<file path="src/rtl/swb_pkg.sv">
// Package: shared operation codes and sequencer states for the single-wire
// bus master. Assumes a two-bit command code from the issuing layer.
package swb_pkg;

    typedef enum logic [1:0] {
        OP_BUS_RESET = 2'b00,
        OP_WRITE     = 2'b01,
        OP_READ      = 2'b10,
        OP_NONE      = 2'b11
    } swb_op_e;

    typedef enum logic [3:0] {
        S_IDLE,
        S_RST_LOW,
        S_RST_POLL,
        S_RST_REC,
        S_WR_LOW,
        S_WR_HIGH,
        S_RD_LOW,
        S_RD_POLL,
        S_RD_PAD
    } swb_state_e;

endpackage

</file>
<file path="src/rtl/swb_tick_gen.sv">
// Module: 1 us enable generator. Divides CLK_HZ by one million; the phase
// restarts on clr so every operation is timed from its acceptance edge.
// Assumes CLK_HZ is a whole multiple of 1 MHz.
module swb_tick_gen #(
    parameter int CLK_HZ = 100_000_000
) (
    input  logic clk,
    input  logic rst_n,
    input  logic clr,
    output logic tick
);
    localparam int DIV   = CLK_HZ / 1_000_000;
    localparam int DIV_W = (DIV > 1) ? $clog2(DIV) : 1;
    localparam logic [DIV_W-1:0] LAST = DIV_W'(DIV - 1);

    logic [DIV_W-1:0] cnt;

    // Free-running divider, restarted by reset or by clr.
    always_ff @(posedge clk) begin
        if (!rst_n || clr) begin
            cnt <= '0;
        end else if (cnt == LAST) begin
            cnt <= '0;
        end else begin
            cnt <= cnt + 1'b1;
        end
    end

    // Tick is high during the last cycle of each microsecond.
    assign tick = (cnt == LAST);

endmodule

</file>
<file path="src/rtl/swb_line_sync.sv">
// Module: multi-flop synchronizer for the asynchronous bus input. Resets to
// the pulled-up (high) level so no false low is seen after reset.
module swb_line_sync #(
    parameter int STAGES = 2
) (
    input  logic clk,
    input  logic rst_n,
    input  logic line_async,
    output logic line_sync
);
    logic [STAGES-1:0] chain;

    genvar g;
    generate
        for (g = 0; g < STAGES; g++) begin : g_stage
            if (g == 0) begin : g_first
                // First stage captures the raw pin.
                always_ff @(posedge clk) begin
                    if (!rst_n) chain[0] <= 1'b1;
                    else        chain[0] <= line_async;
                end
            end else begin : g_next
                // Later stages settle metastability.
                always_ff @(posedge clk) begin
                    if (!rst_n) chain[g] <= 1'b1;
                    else        chain[g] <= chain[g-1];
                end
            end
        end
    endgenerate

    assign line_sync = chain[STAGES-1];

endmodule

</file>
<file path="src/rtl/swb_sequencer.sv">
// Module: operation sequencer. Runs bus reset with presence polling, write
// slots and read slots, all counted in 1 us ticks. Assumes tick restarts on
// start so phase boundaries fall on whole microseconds after acceptance.
module swb_sequencer
    import swb_pkg::*;
#(
    parameter int T_RST_LOW  = 500,
    parameter int T_PRES_WIN = 240,
    parameter int T_RECOV    = 450,
    parameter int T_POLL     = 5,
    parameter int T_SHORT    = 2,
    parameter int T_SLOT     = 64,
    parameter int T_RD_WIN   = 45
) (
    input  logic       clk,
    input  logic       rst_n,
    input  logic       tick,
    input  logic       line,
    input  logic       cmd_valid,
    input  logic [1:0] cmd_op,
    input  logic       cmd_bit,
    output logic       cmd_ready,
    output logic       start,
    output logic       pull_low,
    output logic       drive_high,
    output logic       done,
    output logic       result
);
    localparam int PRES_POLLS = T_PRES_WIN / T_POLL;
    localparam int RD_POLLS   = (T_RD_WIN - T_SHORT) / T_POLL;
    localparam int OP_MAX     = T_RST_LOW + T_PRES_WIN + T_RECOV + T_SLOT;
    localparam int CW         = $clog2(OP_MAX + 1);
    localparam int POLL_MAX   = (PRES_POLLS > RD_POLLS) ? PRES_POLLS : RD_POLLS;
    localparam int PW         = $clog2(POLL_MAX + 1);

    localparam logic [CW-1:0] C_RST_LOW = CW'(T_RST_LOW - 1);
    localparam logic [CW-1:0] C_RECOV   = CW'(T_RECOV - 1);
    localparam logic [CW-1:0] C_POLL    = CW'(T_POLL - 1);
    localparam logic [CW-1:0] C_SHORT   = CW'(T_SHORT - 1);
    localparam logic [CW-1:0] C_LONG    = CW'(T_SLOT - T_SHORT - 1);
    localparam logic [CW-1:0] C_SLOT    = CW'(T_SLOT - 1);
    localparam logic [PW-1:0] C_PRES_LAST = PW'(PRES_POLLS - 1);
    localparam logic [PW-1:0] C_RD_LAST   = PW'(RD_POLLS - 1);

    swb_state_e    state;
    logic [CW-1:0] ph_cnt;
    logic [CW-1:0] op_us;
    logic [PW-1:0] poll_n;
    logic          wbit;
    logic          low_seen;
    logic          powered;

    assign cmd_ready = (state == S_IDLE);
    assign start     = cmd_valid && cmd_ready && (cmd_op != OP_NONE);

    // Main sequencing: command launch, phase timing, polling and completion.
    always_ff @(posedge clk) begin
        if (!rst_n) begin
            state    <= S_IDLE;
            ph_cnt   <= '0;
            op_us    <= '0;
            poll_n   <= '0;
            wbit     <= 1'b0;
            low_seen <= 1'b0;
            powered  <= 1'b0;
            done     <= 1'b0;
            result   <= 1'b0;
        end else begin
            done <= 1'b0;
            if (state == S_IDLE) begin
                if (start) begin
                    ph_cnt   <= '0;
                    op_us    <= '0;
                    poll_n   <= '0;
                    wbit     <= cmd_bit;
                    low_seen <= 1'b0;
                    case (cmd_op)
                        OP_BUS_RESET: state <= S_RST_LOW;
                        OP_WRITE:     state <= S_WR_LOW;
                        default:      state <= S_RD_LOW;
                    endcase
                end
            end else if (tick) begin
                ph_cnt <= ph_cnt + 1'b1;
                op_us  <= op_us + 1'b1;
                case (state)
                    S_RST_LOW: if (ph_cnt == C_RST_LOW) begin
                        state  <= S_RST_POLL;
                        ph_cnt <= '0;
                    end
                    S_RST_POLL: if (ph_cnt == C_POLL) begin
                        ph_cnt <= '0;
                        poll_n <= poll_n + 1'b1;
                        if (!line) begin
                            low_seen <= 1'b1;
                            state    <= S_RST_REC;
                        end else if (poll_n == C_PRES_LAST) begin
                            state <= S_RST_REC;
                        end
                    end
                    S_RST_REC: if (ph_cnt == C_RECOV) begin
                        state   <= S_IDLE;
                        done    <= 1'b1;
                        result  <= low_seen;
                        powered <= 1'b1;
                    end
                    S_WR_LOW: if (ph_cnt == (wbit ? C_SHORT : C_LONG)) begin
                        state <= S_WR_HIGH;
                    end
                    S_WR_HIGH: if (op_us == C_SLOT) begin
                        state  <= S_IDLE;
                        done   <= 1'b1;
                        result <= wbit;
                    end
                    S_RD_LOW: if (ph_cnt == C_SHORT) begin
                        state  <= S_RD_POLL;
                        ph_cnt <= '0;
                    end
                    S_RD_POLL: if (ph_cnt == C_POLL) begin
                        ph_cnt <= '0;
                        poll_n <= poll_n + 1'b1;
                        if (!line) begin
                            low_seen <= 1'b1;
                            state    <= S_RD_PAD;
                        end else if (poll_n == C_RD_LAST) begin
                            state <= S_RD_PAD;
                        end
                    end
                    S_RD_PAD: if (op_us == C_SLOT) begin
                        state  <= S_IDLE;
                        done   <= 1'b1;
                        result <= !low_seen;
                    end
                    default: state <= S_IDLE;
                endcase
            end
        end
    end

    // Line drive decode: low phases pull down, write recovery and powered idle source high.
    always_comb begin
        pull_low   = (state == S_RST_LOW) || (state == S_WR_LOW) || (state == S_RD_LOW);
        drive_high = ((state == S_IDLE) && powered) || (state == S_WR_HIGH);
    end

endmodule

</file>
<file path="src/rtl/swb_master.sv">
// Module: single-wire bus master timing engine (top). Connects the 1 us tick
// generator, the input synchronizer and the operation sequencer. Assumes an
// external pull-up on the line and that bus_in reflects the wired level.
module swb_master #(
    parameter int CLK_HZ      = 100_000_000,
    parameter int SYNC_STAGES = 2,
    parameter int T_RST_LOW   = 500,
    parameter int T_PRES_WIN  = 240,
    parameter int T_RECOV     = 450,
    parameter int T_POLL      = 5,
    parameter int T_SHORT     = 2,
    parameter int T_SLOT      = 64,
    parameter int T_RD_WIN    = 45
) (
    input  logic       clk,
    input  logic       rst_n,
    input  logic       cmd_valid,
    output logic       cmd_ready,
    input  logic [1:0] cmd_op,
    input  logic       cmd_bit,
    output logic       done,
    output logic       result,
    output logic       bus_pull_low,
    output logic       bus_drive_high,
    input  logic       bus_in
);
    logic tick;
    logic start;
    logic line_s;

    swb_tick_gen #(.CLK_HZ(CLK_HZ)) u_tick (
        .clk   (clk),
        .rst_n (rst_n),
        .clr   (start),
        .tick  (tick)
    );

    swb_line_sync #(.STAGES(SYNC_STAGES)) u_sync (
        .clk        (clk),
        .rst_n      (rst_n),
        .line_async (bus_in),
        .line_sync  (line_s)
    );

    swb_sequencer #(
        .T_RST_LOW  (T_RST_LOW),
        .T_PRES_WIN (T_PRES_WIN),
        .T_RECOV    (T_RECOV),
        .T_POLL     (T_POLL),
        .T_SHORT    (T_SHORT),
        .T_SLOT     (T_SLOT),
        .T_RD_WIN   (T_RD_WIN)
    ) u_seq (
        .clk        (clk),
        .rst_n      (rst_n),
        .tick       (tick),
        .line       (line_s),
        .cmd_valid  (cmd_valid),
        .cmd_op     (cmd_op),
        .cmd_bit    (cmd_bit),
        .cmd_ready  (cmd_ready),
        .start      (start),
        .pull_low   (bus_pull_low),
        .drive_high (bus_drive_high),
        .done       (done),
        .result     (result)
    );

endmodule

</file>
<file path="config.mk">
export PLATFORM = sky130hd
export DESIGN_NAME = swb_master
export DESIGN_NICKNAME = d
export VERILOG_FILES = /design/src/rtl/swb_pkg.sv /design/src/rtl/swb_tick_gen.sv /design/src/rtl/swb_line_sync.sv /design/src/rtl/swb_sequencer.sv /design/src/rtl/swb_master.sv
export SDC_FILE = /design/constraint.sdc
export NUM_CORES = 1
export LEC_CHECK = 0
export BUFFER_PORTS_ARGS = -buffer_cell sky130_fd_sc_hd__buf_2
export CAP_MARGIN = 10
export CORE_MARGIN = 2
export CORE_UTILIZATION = 61
export CTS_CLUSTER_DIAMETER = 120
export DETAILED_ROUTE_END_ITERATION = 7
export GPL_TIMING_DRIVEN = 0
export PLACE_DENSITY_LB_ADDON = 0.2
export SLEW_MARGIN = 20
export SYNTH_ARGS = -nofsm -noshare
export SYNTH_HDL_FRONTEND = slang
export SYNTH_SLANG_ARGS = --single-unit
</file>
<file path="constraint.sdc">
create_clock -name clk -period 2.8 [get_ports clk]
set_clock_uncertainty 0.05 [all_clocks]
set_input_delay 0.14 -clock clk [delete_from_list [all_inputs] [get_ports clk]]
set_output_delay 0.14 -clock clk [all_outputs]
set_load 0.03 [all_outputs]
</file>
# Word level (Yosys, flattened, before mapping)
# Index checks and enable logic that the tools add are counted.
# word_totals
regBits	46
in_bits	7
output_inout_bits	5
elab_cells	122
# op_classes
addsub	4
n_eq_ne	33
mux	44
n_bitwise	3
reduce_logical	26
# op_table
operator	count
$mux W11	8
$mux W4	14
$mux W6	6
$pmux W11 S3	1
$pmux W4 S7	1
$add A11 B1 Y11 const B	2
$eq A11 B9 Y1 const B	2
$ne A3 B1 Y1 const B	7
$eq A4 B3 Y1 const B	4
$eq A11 B1 Y1 const B	1
$eq A11 B11 Y1	1
$eq A11 B3 Y1 const B	1
$eq A11 B6 Y1 const B	1
$mux W1	11
$reduce_and A11 Y1	1
$eq A4 B2 Y1 const B	2
$ne A2 B1 Y1 const B	4
$ne A4 B2 Y1 const B	2
$reduce_and A4 Y1	2
$add A7 B1 Y7 const B	1
$eq A7 B7 Y1 const B	1
$add A6 B1 Y6 const B	1
$eq A6 B3 Y1 const B	1
$eq A6 B6 Y1 const B	1
other kinds (20)	34

# Depth between registers and ports, before layout
# Gate-level depths: netlist of run 1.
# logic_depth
word_depth	7
ltp_mapped	9
ltp_nobuf	8

# Hierarchy
# A second synthesis of run 1 with hierarchy kept.
# hier_totals
cells_unflattened	317
area_unflattened_um2	2536.2
# modules_own_cells
module	n_inst	cells_per_inst	area_per_inst_um2	seq_area_each_um2
swb_sequencer	1	279	2173.3	740.7
swb_tick_gen	1	34	310.3	140.1
swb_line_sync	1	4	52.6	40.0

# Worst setup path before layout of run 1
# No wires, ideal clock.
# synth_path
path_type	register to register
startpoint	reg u_seq.state[2]
endpoint	reg u_seq.state[2]
setup_time_ps	88
t_arrival_ps	2123
t_required_ps	2662
path_slack_ps	539
path_stages_with_launch	8
path_buffers	1
synth_period_minus_slack_ps	2261
path_cell_list	dfxtp_1 > buf_2 > nor4_4 > and3_2 > o22ai_2 > nor4b_4 > nand2_2 > o32ai_2
# synth_between
elab_chain_cells	5
elab_cells_between_ends	27
classes_between	18 x eq/ne; 3 x mux; 6 x reduce/logical
# synth_lines
element	line	text
from (decl)	swb_sequencer.sv:45	swb_state_e state;
from (signal assigned)	swb_sequencer.sv:59	state <= S_IDLE;
from (signal assigned)	swb_sequencer.sv:78	OP_BUS_RESET: state <= S_RST_LOW;
from (signal assigned)	swb_sequencer.sv:79	OP_WRITE: state <= S_WR_LOW;
$logic_not A4 Y1 *	swb_sequencer.sv:53	assign cmd_ready = (state == S_IDLE);
named net cmd_ready	swb_master.sv:18	output logic cmd_ready,
$logic_and A1 B1 Y1 (2 in series)	swb_sequencer.sv:54	assign start = cmd_valid && cmd_ready && (cmd_op != OP_NONE);
$ne A2 B2 Y1 (no line)	n/a	
$reduce_and A11 Y1 (no line)	n/a	
# The timed path passes the listed nets; every way through them passes the cells marked *. The select of a mux whose other input is x is not followed.
# A chain may end at the register's enable or synchronous reset.

# Final worst setup path of run 1
# layout_path
startpoint	reg u_tick.cnt[0]
endpoint	reg u_seq.poll_n[5]
# layout_between
elab_chain_cells	3
# layout_lines
element	line	text
from (decl)	swb_tick_gen.sv:16	logic [DIV_W-1:0] cnt;
from (signal assigned)	swb_tick_gen.sv:25	cnt <= cnt + 1'b1;
$eq A7 B7 Y1	swb_tick_gen.sv:30	assign tick = (cnt == LAST);
$reduce_bool A2 Y1 (no line)	n/a	
$reduce_and A4 Y1 (no line)	n/a	
to (signal assigned)	swb_sequencer.sv:93	poll_n <= poll_n + 1'b1;
to (signal assigned)	swb_sequencer.sv:121	poll_n <= poll_n + 1'b1;
to (decl)	swb_sequencer.sv:48	logic [PW-1:0] poll_n;
# Every way passes these cells.

==> impl_results.md, run 1 <==
* Status: finished clean
* Core ar. at approximately 4000 um2
* Post-route setup TNS at 0 ns
* Global-route wire length before repair at a little under 10 mm
* H-tree levels at 2
* Die X at 69.0 um
* Worst Hold Class: input port to flop
* Post-layout min period at ~2.4 ns
* Post-Synth Adder-Cell Area at approximately 2.9%
* Number of synthesized flops with an enable pin at 0
* DR WL/cell at roughly 16 um
* Clock Pin Slew Worst Setup and Hold Paths at 0.09 ns
* Max IR drop VDD at approximately 0.0004 V
* Register area share after synthesis at around 36%
* Dominant synthesized flop cell: dfxtp_1
* DRT iter0 DRCs at roughly 220
* Largest cells by area after synthesis: dfxtp_1, nor2_1, xor2_1
* Crit path launch: u_tick.cnt[0]$_SDFF_PP0_
* Final setup fails at 0
* Synth Area in Simple Gates at 32.9%
* Final Slew Violations at 0
* # DRC at 0
* CTS tree: done
* Vias in the first global route at approximately 2,200
* Asr flop ratio synth at 0%
* Synth cell types at slightly below 70
* Post-Syn Area at about 2600 um2
* Power per Cell Area at ~700 nW/um2
* I/O pin count at 12
* RSZ-0062 raised after global routing: no
* Setup bufs post-CTS at 0
* Tightest Pin Transition at 0.566 ns
* Mapped Cells at approximately 300
* GR Overflow Total at 0
* HP Start: cmd_bit
* Largest net degree at the start of global routing at 16
* Largest family of logic cells by synthesized area: simple AND/OR/NAND/NOR gates
* Crit path required time at 2.92 ns
* Vias/cell at between 6 and 7
* CP Class: flop to flop
* Antenna viol nets, final at 0
* Mean Syn Cell Area at between 8 and 9 um2
* Hold Vio Cnt, Final at 0
* Die Y at approximately 69 um
* Fillers at between 300 and 400
* Tcrit/Tclk final at slightly below 90%
* Post-synthesis net count at approximately 300
* Layout area overhead at 8.15%
* Synth top area share at a little over a third
* Pre-CTS WS at slightly above 0.4 ns
* Initial antenna violation count at 0
* Layout cells sized above 1 at 16.5%
* Worst setup margin at about 0.38 ns
* Buffers on Ports at 10
* Worst flop-to-flop path startpoint: u_tick.cnt[0]$_SDFF_PP0_
* Full die area at approximately 4800 um2
* Worst-path maximum fanout at 7
* Drt pass-1 iters at 4
* Initial core utilization at 64.0%
* Max Freq at between 0.4 and 0.5 GHz
* Clk_lat worst skew at around 0.30 ns
* Mux cell area share after synthesis at less than 1%
* Root Driver: clkbuf_8
* Multi-input logic area at around 1500 um2
* Max Cap Viol at 0
* Hold Crit Depth at 3
* Post-Route WL at around 5.7 mm
* Vias at between 2,000 and 2,500
* Area leader, netlist: dfxtp_1
* Maximum clock insertion buffer count at 2
* Slew headroom at 62.3%
* CP endpoint kind: flop
* Site Rows at 23
* Warnings, synthesis at 0
* Pleak at roughly 1.0 nW
* Complex-gate fraction of the synthesized area at 15.1%
* Clock net sink count at between 40 and 50
* Synth Register Bits at 46
* Total track usage at about a quarter
* Post-detail-place hpwl at a little over 4 mm
* FF+latch area at just over 900 um2
* Gpl congestion at ~0.86
* WP data arrival at about 2.6 ns
* Post-synthesis xor/xnor area fraction at under 10%
* Depth of the worst register-to-register path at 8
* Worst Setup Start Kind: flop
* Num CTS Buffers at 5
* Inserted Diodes at 0
* Nets at approximately 330
[synth_stat cells (3+ instances only)]
| cell type | n |
|---|---|
| dfxtp_1 | 46 |
| nor2_1 | 37 |
| nand2_1 | 27 |
| nand3_1 | 19 |
| a21oi_1 | 16 |
| xor2_1 | 12 |
| nand4_1 | 10 |
| o21ai_0 | 8 |
| inv_1 | 7 |
| xnor2_1 | 7 |
| a31oi_1 | 6 |
| ha_1 | 6 |
| nor3_1 | 6 |
| and3_1 | 5 |
| nor4_1 | 5 |
| clkbuf_1 | 4 |
| clkbuf_8 | 4 |
| or3_1 | 4 |
| nand2b_1 | 3 |
| nor4bb_1 | 3 |
| o32ai_1 | 3 |
[critical path, cell delays in order, from the launching register on]
cell      delay (ns)
dfxtp_1         0.36
ha_1            0.20
nand4b_1        0.19
or4_1           0.46
clkbuf_1        0.22
nand2_2         0.16
nand3b_2        0.15
o311ai_0        0.36
o41ai_1         0.13
[registers in the layout, indices dropped and copies added (netlist names)]
| register | flops |
|---|---|
| u_seq.done | 1 |
| u_seq.low_seen | 1 |
| u_seq.op_us | 11 |
| u_seq.ph_cnt | 11 |
| u_seq.poll_n | 6 |
| u_seq.powered | 1 |
| u_seq.result | 1 |
| u_seq.state | 4 |
| u_seq.wbit | 1 |
| u_sync.chain | 1 |
| u_sync.line_sync | 1 |
| u_tick.cnt | 7 |
[final cells by class]
class                   count  share of cell area [%]
multi-input cells         227                    53.4
flip-flops and latches     46                    33.0
plain buffers              16                    5.11
clock buffers               5                    2.47
well taps                  50                    2.24
repair buffers             11                    2.15
inverters                   7                   0.942
clock inverters             3                   0.673
[what timing repair did]
item / 4_1_cts / 5_1_grt
hold buffers: 1 / 0
gates resized for setup: 0 / 0
endpoints found under the hold margin: 1 / 0
[final timing paths]
path	endpoint	slack, ns
worst max-delay path	u_seq.poll_n[5]$_SDFFE_PN0P_	0.38
worst min-delay path	u_seq.wbit$_SDFFE_PN0P_	0.04
worst max register to register	u_seq.poll_n[5]$_SDFFE_PN0P_	0.38
worst min register to register	u_sync.line_sync$_SDFF_PN1_	0.38
[where the power goes]
group	internal, mW	switching, mW
Clock	0.176	0.233
Combinational	0.285	0.515
Sequential	0.688	0.0401
Total	1.15	0.788
[placed cells by master, fill, tap and decap left out, drive strengths merged, types with 2 or more instances in the layout]
master  instances
or3             4
o22ai           2
o31ai           2
and3            7
a31oi           6
nand4b          2
xnor2           7
nand2b          3
nor4b           2
and4b           2
xor2           12
buf            16
dfxtp          46
nand2          29
nor2           37
nor4bb          3
or3b            3
clkinv          2
nand4          10
o32ai           4
clkbuf         14
ha              6
a211oi          3
a21oi          16
nor4            7
nand3b          2
or4             3
nand3          19
o21a            2
a21o            2
o21ai           8
nor3            6
and4            3
inv             8
[cells by family (layout without fill, tap and decap cells)]
kind of cell / after synthesis / in the layout
xor+xnor: 19 / 19
flops: 46 / 46
fa+ha+maj: 6 / 6
mux: 1 / 1
buf+inv: 23 / 42
simple gates: 147 / 147
compound gates: 54 / 54
[routing by layer]
layer / global-route usage [%] / part of all wire (%) / vias up
met2: 39.4 / 47 / 62
met4: 9.37 / 1.7 / 0
met3: 3.95 / 6.2 / 12
li1: - / - / 1124
met5: 0 / 0 / -
met1: 32.0 / 45 / 1079
[through the flow]
| step | std cells | total power [mW] | hold WS [ns] | instance area [um2] | util, % |
|---|---|---|---|---|---|
| floorplan | 296 | 1.34 | 0.191 | 2580 | - |
| global placement | 356 | 1.52 | 0.272 | 2690 | 66.8 |
| detailed placement | 356 | 1.53 | 0.276 | 2690 | 66.8 |
| CTS | 365 | 1.93 | 0.0486 | 2790 | 69.2 |
| global route | 365 | 2.04 | 0.0462 | 2790 | 69.2 |
| finish | 365 | 1.94 | 0.0444 | 2790 | 69.2 |
Power figures use the tool's default switching activity.
==> run 2, diff against run 1 <==
--- a/config.mk
+++ b/config.mk
@@ -8,7 +8,7 @@
 export BUFFER_PORTS_ARGS = -buffer_cell sky130_fd_sc_hd__buf_2
 export CAP_MARGIN = 10
 export CORE_MARGIN = 2
-export CORE_UTILIZATION = 61
+export CORE_UTILIZATION = 35
 export CTS_CLUSTER_DIAMETER = 120
 export DETAILED_ROUTE_END_ITERATION = 7
 export GPL_TIMING_DRIVEN = 0
==> impl_results.md, run 2 (synthesis results as in run 1) <==
* Clock net sink count at 46
* Clock power frac at approximately 22%
* Post-Route WL at approximately 6.1 mm
* Vias/cell at 5.30
* Root Driver: clkbuf_8
* Clk_lat worst skew at a little over 0.3 ns
* Post-layout min period at 2.45 ns
* Layout cells sized above 1 at between 15 and 20%
* RSZ-0062 raised after global routing: no
* Sw frac at 41.2%
* Pleak at about 1.0 nW
* P_sw at just over 0.8 mW
* Initial antenna violation count at 0
* Final Slew Violations at 0
* DRT iter0 DRCs at 127
* Tcrit/Tclk final at between 80% and 90%
* Clock Pin Slew Worst Setup and Hold Paths at about 0.090 ns
* Nets at between 300 and 400
* WHS Endpoint: u_seq.wbit$_SDFFE_PN0P_
* CTS tree: done
* Antenna viol nets, final at 0
* Layout area overhead at 10.7%
* Die Y at 89.8 um
* Tightest Pin Transition at between 0.6 and 0.7 ns
* Inserted Diodes at 0
* DR WL/cell at between 10 and 15 um
* Site Rows at 31
* Full die area at 8070 um2
* CP Class: flop to flop
* Drt pass-1 iters at 4
* HP Start: cmd_bit
* Largest regs: u_seq.op_us x11, u_seq.ph_cnt x11, u_tick.cnt x7
* Overall power at 1.96 mW
* PostCTS Resize Cnt at 0
* Vias in the first global route at 2,150
* Sequential share of power at between 30% and 40%
* Hold Crit Depth at 3
* Gpl congestion at just over 0.8
* Maximum clock insertion buffer count at 2
* Max Freq at a little over 0.4 GHz
* Int Pwr at around 1.2 mW
* Setup bufs post-CTS at 0
* Post-detail-place hpwl at about 4.5 mm
* # DRC at 0
* Num CTS Buffers at 5
* Worst flop-to-flop path startpoint: u_tick.cnt[0]$_SDFF_PP0_
* I/O pin count at 12
* Worst r2r dst: u_seq.poll_n[5]$_SDFFE_PN0P_
* Most frequent cells in the layout: dfxtp_1, nor2_1, nand2_1
* Status: finished clean
* CP endpoint kind: flop
* Hold Vio Cnt, Final at 0
* Buffers on Ports at 10
* Vias at 2,194
* Most common cell after layout, fill and taps aside: dfxtp_1
* Max IR drop VDD at between 0.0002 and 0.0003 V
* Final setup fails at 0
* Final core utilization at 39.8%
* Combinational share of power at roughly 40%
* Reg-to-reg slack, setup at around 0.35 ns
* H-tree levels at 2
* Total track usage at roughly 16%
* Post-route setup TNS at 0 ns
* GR Overflow Total at 0
* Initial core utilization at between 30% and 40%
* WP data arrival at between 2 and 3 ns
* Largest net degree at the start of global routing at 17
* Global-route wire length before repair at around 10 mm
* Slew headroom at between 50 and 60%
* Power per Cell Area at just under 700 nW/um2
* Max Cap Viol at 0
* Worst Setup Start Kind: flop
* Crit path required time at about 3 ns
* Worst Hold Class: input port to flop
* Worst-path maximum fanout at 7
* Core ar. at approximately 7200 um2
* Depth of the worst register-to-register path at 8
* Die X at between 80 and 90 um
==> run 2: cell count changes in the layout (fill, tap and decap cells not counted), sizes merged <==
cell	before	now
clkinv	2	0
clkinvlp	0	2
==> run 2: area by class of cell <==
type	instances	area [um2]
fill	750	4320
clock inverter	3	23.8
buffer	16	143
inverter	7	26.3
multi-input combinational	227	1490
timing repair buffer	11	60.1
tap	99	124
clock buffer	5	68.8
sequential	46	921
==> run 2: what timing repair did <==
action | 4_1_cts | 5_1_grt
endpoints found under the setup margin | 0 | 0
endpoints found under the hold margin | 1 | 0
hold buffers | 1 | 0
==> run 2: how the worst max path moves through the flow <==
stage | end | slack (ns) | start | cells past startpoint
floorplan | u_seq.state[2]$_SDFFE_PN0P_ | 0.54 | u_seq.state[2]$_SDFFE_PN0P_ | 7
global placement | u_seq.poll_n[5]$_SDFFE_PN0P_ | 0.39 | u_tick.cnt[0]$_SDFF_PP0_ | 8
detailed placement | u_seq.poll_n[5]$_SDFFE_PN0P_ | 0.38 | u_tick.cnt[0]$_SDFF_PP0_ | 8
CTS | u_seq.poll_n[5]$_SDFFE_PN0P_ | 0.33 | u_tick.cnt[0]$_SDFF_PP0_ | 8
global route | u_seq.ph_cnt[6]$_SDFFE_PN0P_ | 0.16 | u_tick.cnt[0]$_SDFF_PP0_ | 7
finish | u_seq.poll_n[5]$_SDFFE_PN0P_ | 0.35 | u_tick.cnt[0]$_SDFF_PP0_ | 8
==> run 2: metrics by stage <==
stage | worst slack [ns] | hold slack [ns] | std cells | cell area [um2]
6_report | 0.352 | 0.0558 | 414 | 2860
5_1_grt | 0.157 | 0.0668 | 414 | 2860
4_1_cts | 0.335 | 0.0483 | 414 | 2860
3_5_place_dp | 0.375 | 0.289 | 405 | 2750
3_3_place_gp | 0.391 | 0.272 | 405 | 2750
2_1_floorplan | 0.539 | 0.191 | 296 | 2580
==> run 2: metal layers <==
metal	routed length, um	global-route usage, %
met5	0	0
met4	70	5.51
met3	241	3.69
met2	2730	25.0
met1	3050	21.5
==> run 2: power by group through the flow <==
stage / combinational, mW / clock (mW) / sequential (mW)
finish: 0.800 / 0.434 / 0.726
global route: 0.874 / 0.483 / 0.733
CTS: 0.799 / 0.451 / 0.726
detailed placement: 0.794 / 0 / 0.741
global placement: 0.798 / 0 / 0.741
floorplan: 0.611 / 0 / 0.731
==> run 2: worst max-delay path, stage by stage (launching register included) <==
cell and delay (ns):
dfxtp_1 0.36, ha_1 0.21, nand4b_1 0.21, or4_1 0.44, clkbuf_1 0.24, nand2_2 0.18
nand3b_2 0.16, o311ai_0 0.36, o41ai_1 0.12
==> run 3, diff against run 2 <==
--- a/config.mk
+++ b/config.mk
@@ -13,6 +13,7 @@
 export DETAILED_ROUTE_END_ITERATION = 7
 export GPL_TIMING_DRIVEN = 0
 export PLACE_DENSITY_LB_ADDON = 0.2
+export REMOVE_ABC_BUFFERS = 1
 export SLEW_MARGIN = 20
 export SYNTH_ARGS = -nofsm -noshare
 export SYNTH_HDL_FRONTEND = slang
==> impl_results.md, run 3 (synthesis results as in run 1) <==
* Status: finished clean
* Layout cells sized above 1 at roughly 15%
* Vias at around 2,100
* Final setup fails at 0
* Antenna viol nets, final at 0
* Hold WS at 0.0523 ns
* Fillers at between 700 and 800
* Crit path required time at slightly below 3 ns
* I/O pin count at 12
* Met2 usage at a little under a quarter
* Overall power at about 2.0 mW
* Final Slew Violations at 0
* WP data arrival at approximately 2.6 ns
* Placed cells at 390
* Post-detail-place hpwl at 3.91 mm
* Worst Hold Class: input port to flop
* Final instance area at ~2700 um2
* Root Driver: clkbuf_8
* Power per Cell Area at slightly above 700 nW/um2
* Inserted Diodes at 0
* Tightest Pin Transition at between 0.9 and 1 ns
* Vias/cell at ~5.3
* Max Freq at 0.399 GHz
* Largest net degree at the start of global routing at 21
* Max IR drop VDD at 0.000396 V
* DR WL/cell at ~14 um
* Drt pass-1 iters at 4
* Die Y at 89.8 um
* Worst-path maximum fanout at 13
* GR Overflow Total at 0
* Most frequent cells in the layout: dfxtp_1, nor2_1, nand2_1
* RSZ-0062 raised after global routing: no
* Layout area overhead at 6.40%
* Most common cell after layout, fill and taps aside: dfxtp_1
* Vias in the first global route at 2,050
* Post-Route WL at around 5.6 mm
* Num CTS Buffers at 5
* Total track usage at 14.6%
* Gpl congestion at between 0.8 and 0.9
* Initial core utilization at 35.9%
* Max Cap Viol at 0
* CTS tree: done
* Hold Vio Cnt, Final at 0
* # DRC at 0
* Layout Cells excl Fill at around 400
* Site Rows at 31
* DRT iter0 DRCs at around 160
* Buffers on Ports at 11
* Slew headroom at between 30% and 40%
* Full die area at a little over 8000 um2
* Final core utilization at between 30% and 40%
* CP Class: flop to flop
* M1 GR Usage at about a fifth
* Clk_lat worst skew at roughly 0.30 ns
* Most Crowded Layer GR: met2
* Nets at between 300 and 400
* Tcrit/Tclk final at about nine tenths
* Largest regs: u_seq.op_us x11, u_seq.ph_cnt x11, u_tick.cnt x7
* Post-route setup TNS at 0 ns
* Global routing met3 resource utilization at roughly 3.2%
* Worst setup margin at a little under 0.3 ns
* Core ar. at 7180 um2
* Clock Pin Slew Worst Setup and Hold Paths at ~0.090 ns
* Worst Setup Start Kind: flop
* Pleak at roughly 0.96 nW
* CP endpoint kind: flop
* Die X at approximately 90 um
* Global-route wire length before repair at a little under 10 mm
* Placed instance area at 2620 um2
* H-tree levels at 2
* Initial antenna violation count at 0
* Maximum clock insertion buffer count at 2
* Clock net sink count at 46
* Post-layout min period at roughly 2.5 ns
* Pre-CTS WS at around 0.056 ns
==> run 3: cell count changes in the layout (fill, tap and decap cells not counted), sizes merged <==
cell / previous run / this run
clkinvlp: 2 / 0
buf: 16 / 11
inv: 8 / 7
clkdlybuf4s50: 1 / 0
clkbuf: 14 / 5
clkinv: 0 / 2
bufinv: 0 / 1
==> run 3: critical path: stages, from the launching register on <==
cell      delay [ns]
dfxtp_1         0.36
ha_1            0.20
nand4b_1        0.20
or4_1           0.65
nand2_4         0.26
nand3b_2        0.18
o311ai_0        0.35
o41ai_1         0.13
==> run 3: layout make-up <==
cell class	count	area, um2	area share, %
multi-input combinational	227	1490	54.4
sequential	46	926	33.7
tap	99	124	4.51
clock buffer	5	68.8	2.51
timing repair buffer	12	65.1	2.37
clock inverter	3	40.0	1.46
inverter	7	26.3	0.958
==> run 3: per-layer routing <==
layer	vias up	routed length, um
li1	1087	-
met1	1002	2910
met2	14	2610
met3	4	72
met4	0	44
met5	-	0
==> run 3: path summary, 6_finish.rpt <==
| kind | slack [ns] | endpoint | cells after the start | startpoint |
|---|---|---|---|---|
| setup / recovery | 0.29 | u_seq.poll_n[5]$_SDFFE_PN0P_ | 7 | u_tick.cnt[0]$_SDFF_PP0_ |
| hold / removal | 0.05 | u_seq.wbit$_SDFFE_PN0P_ | 3 | cmd_bit |
| setup reg to reg | 0.29 | u_seq.poll_n[5]$_SDFFE_PN0P_ | 7 | u_tick.cnt[0]$_SDFF_PP0_ |
| hold reg to reg | 0.37 | u_sync.line_sync$_SDFF_PN1_ | 1 | u_sync.chain[0]$_SDFF_PN1_ |
==> run 3: repair_timing <==
action                                  CTS  global route
buffers inserted                          0             0
hold buffers                              1             0
hold endpoints to repair                  1             0
endpoints found under the setup margin    0             5
resized for setup                         0             5
==> run 3: power breakdown <==
group / internal [mW] / switching [mW] / total, mW
logic: 0.232 / 0.439 / 0.671
clock network: 0.263 / 0.230 / 0.493
registers: 0.693 / 0.0982 / 0.791
total: 1.19 / 0.767 / 1.95
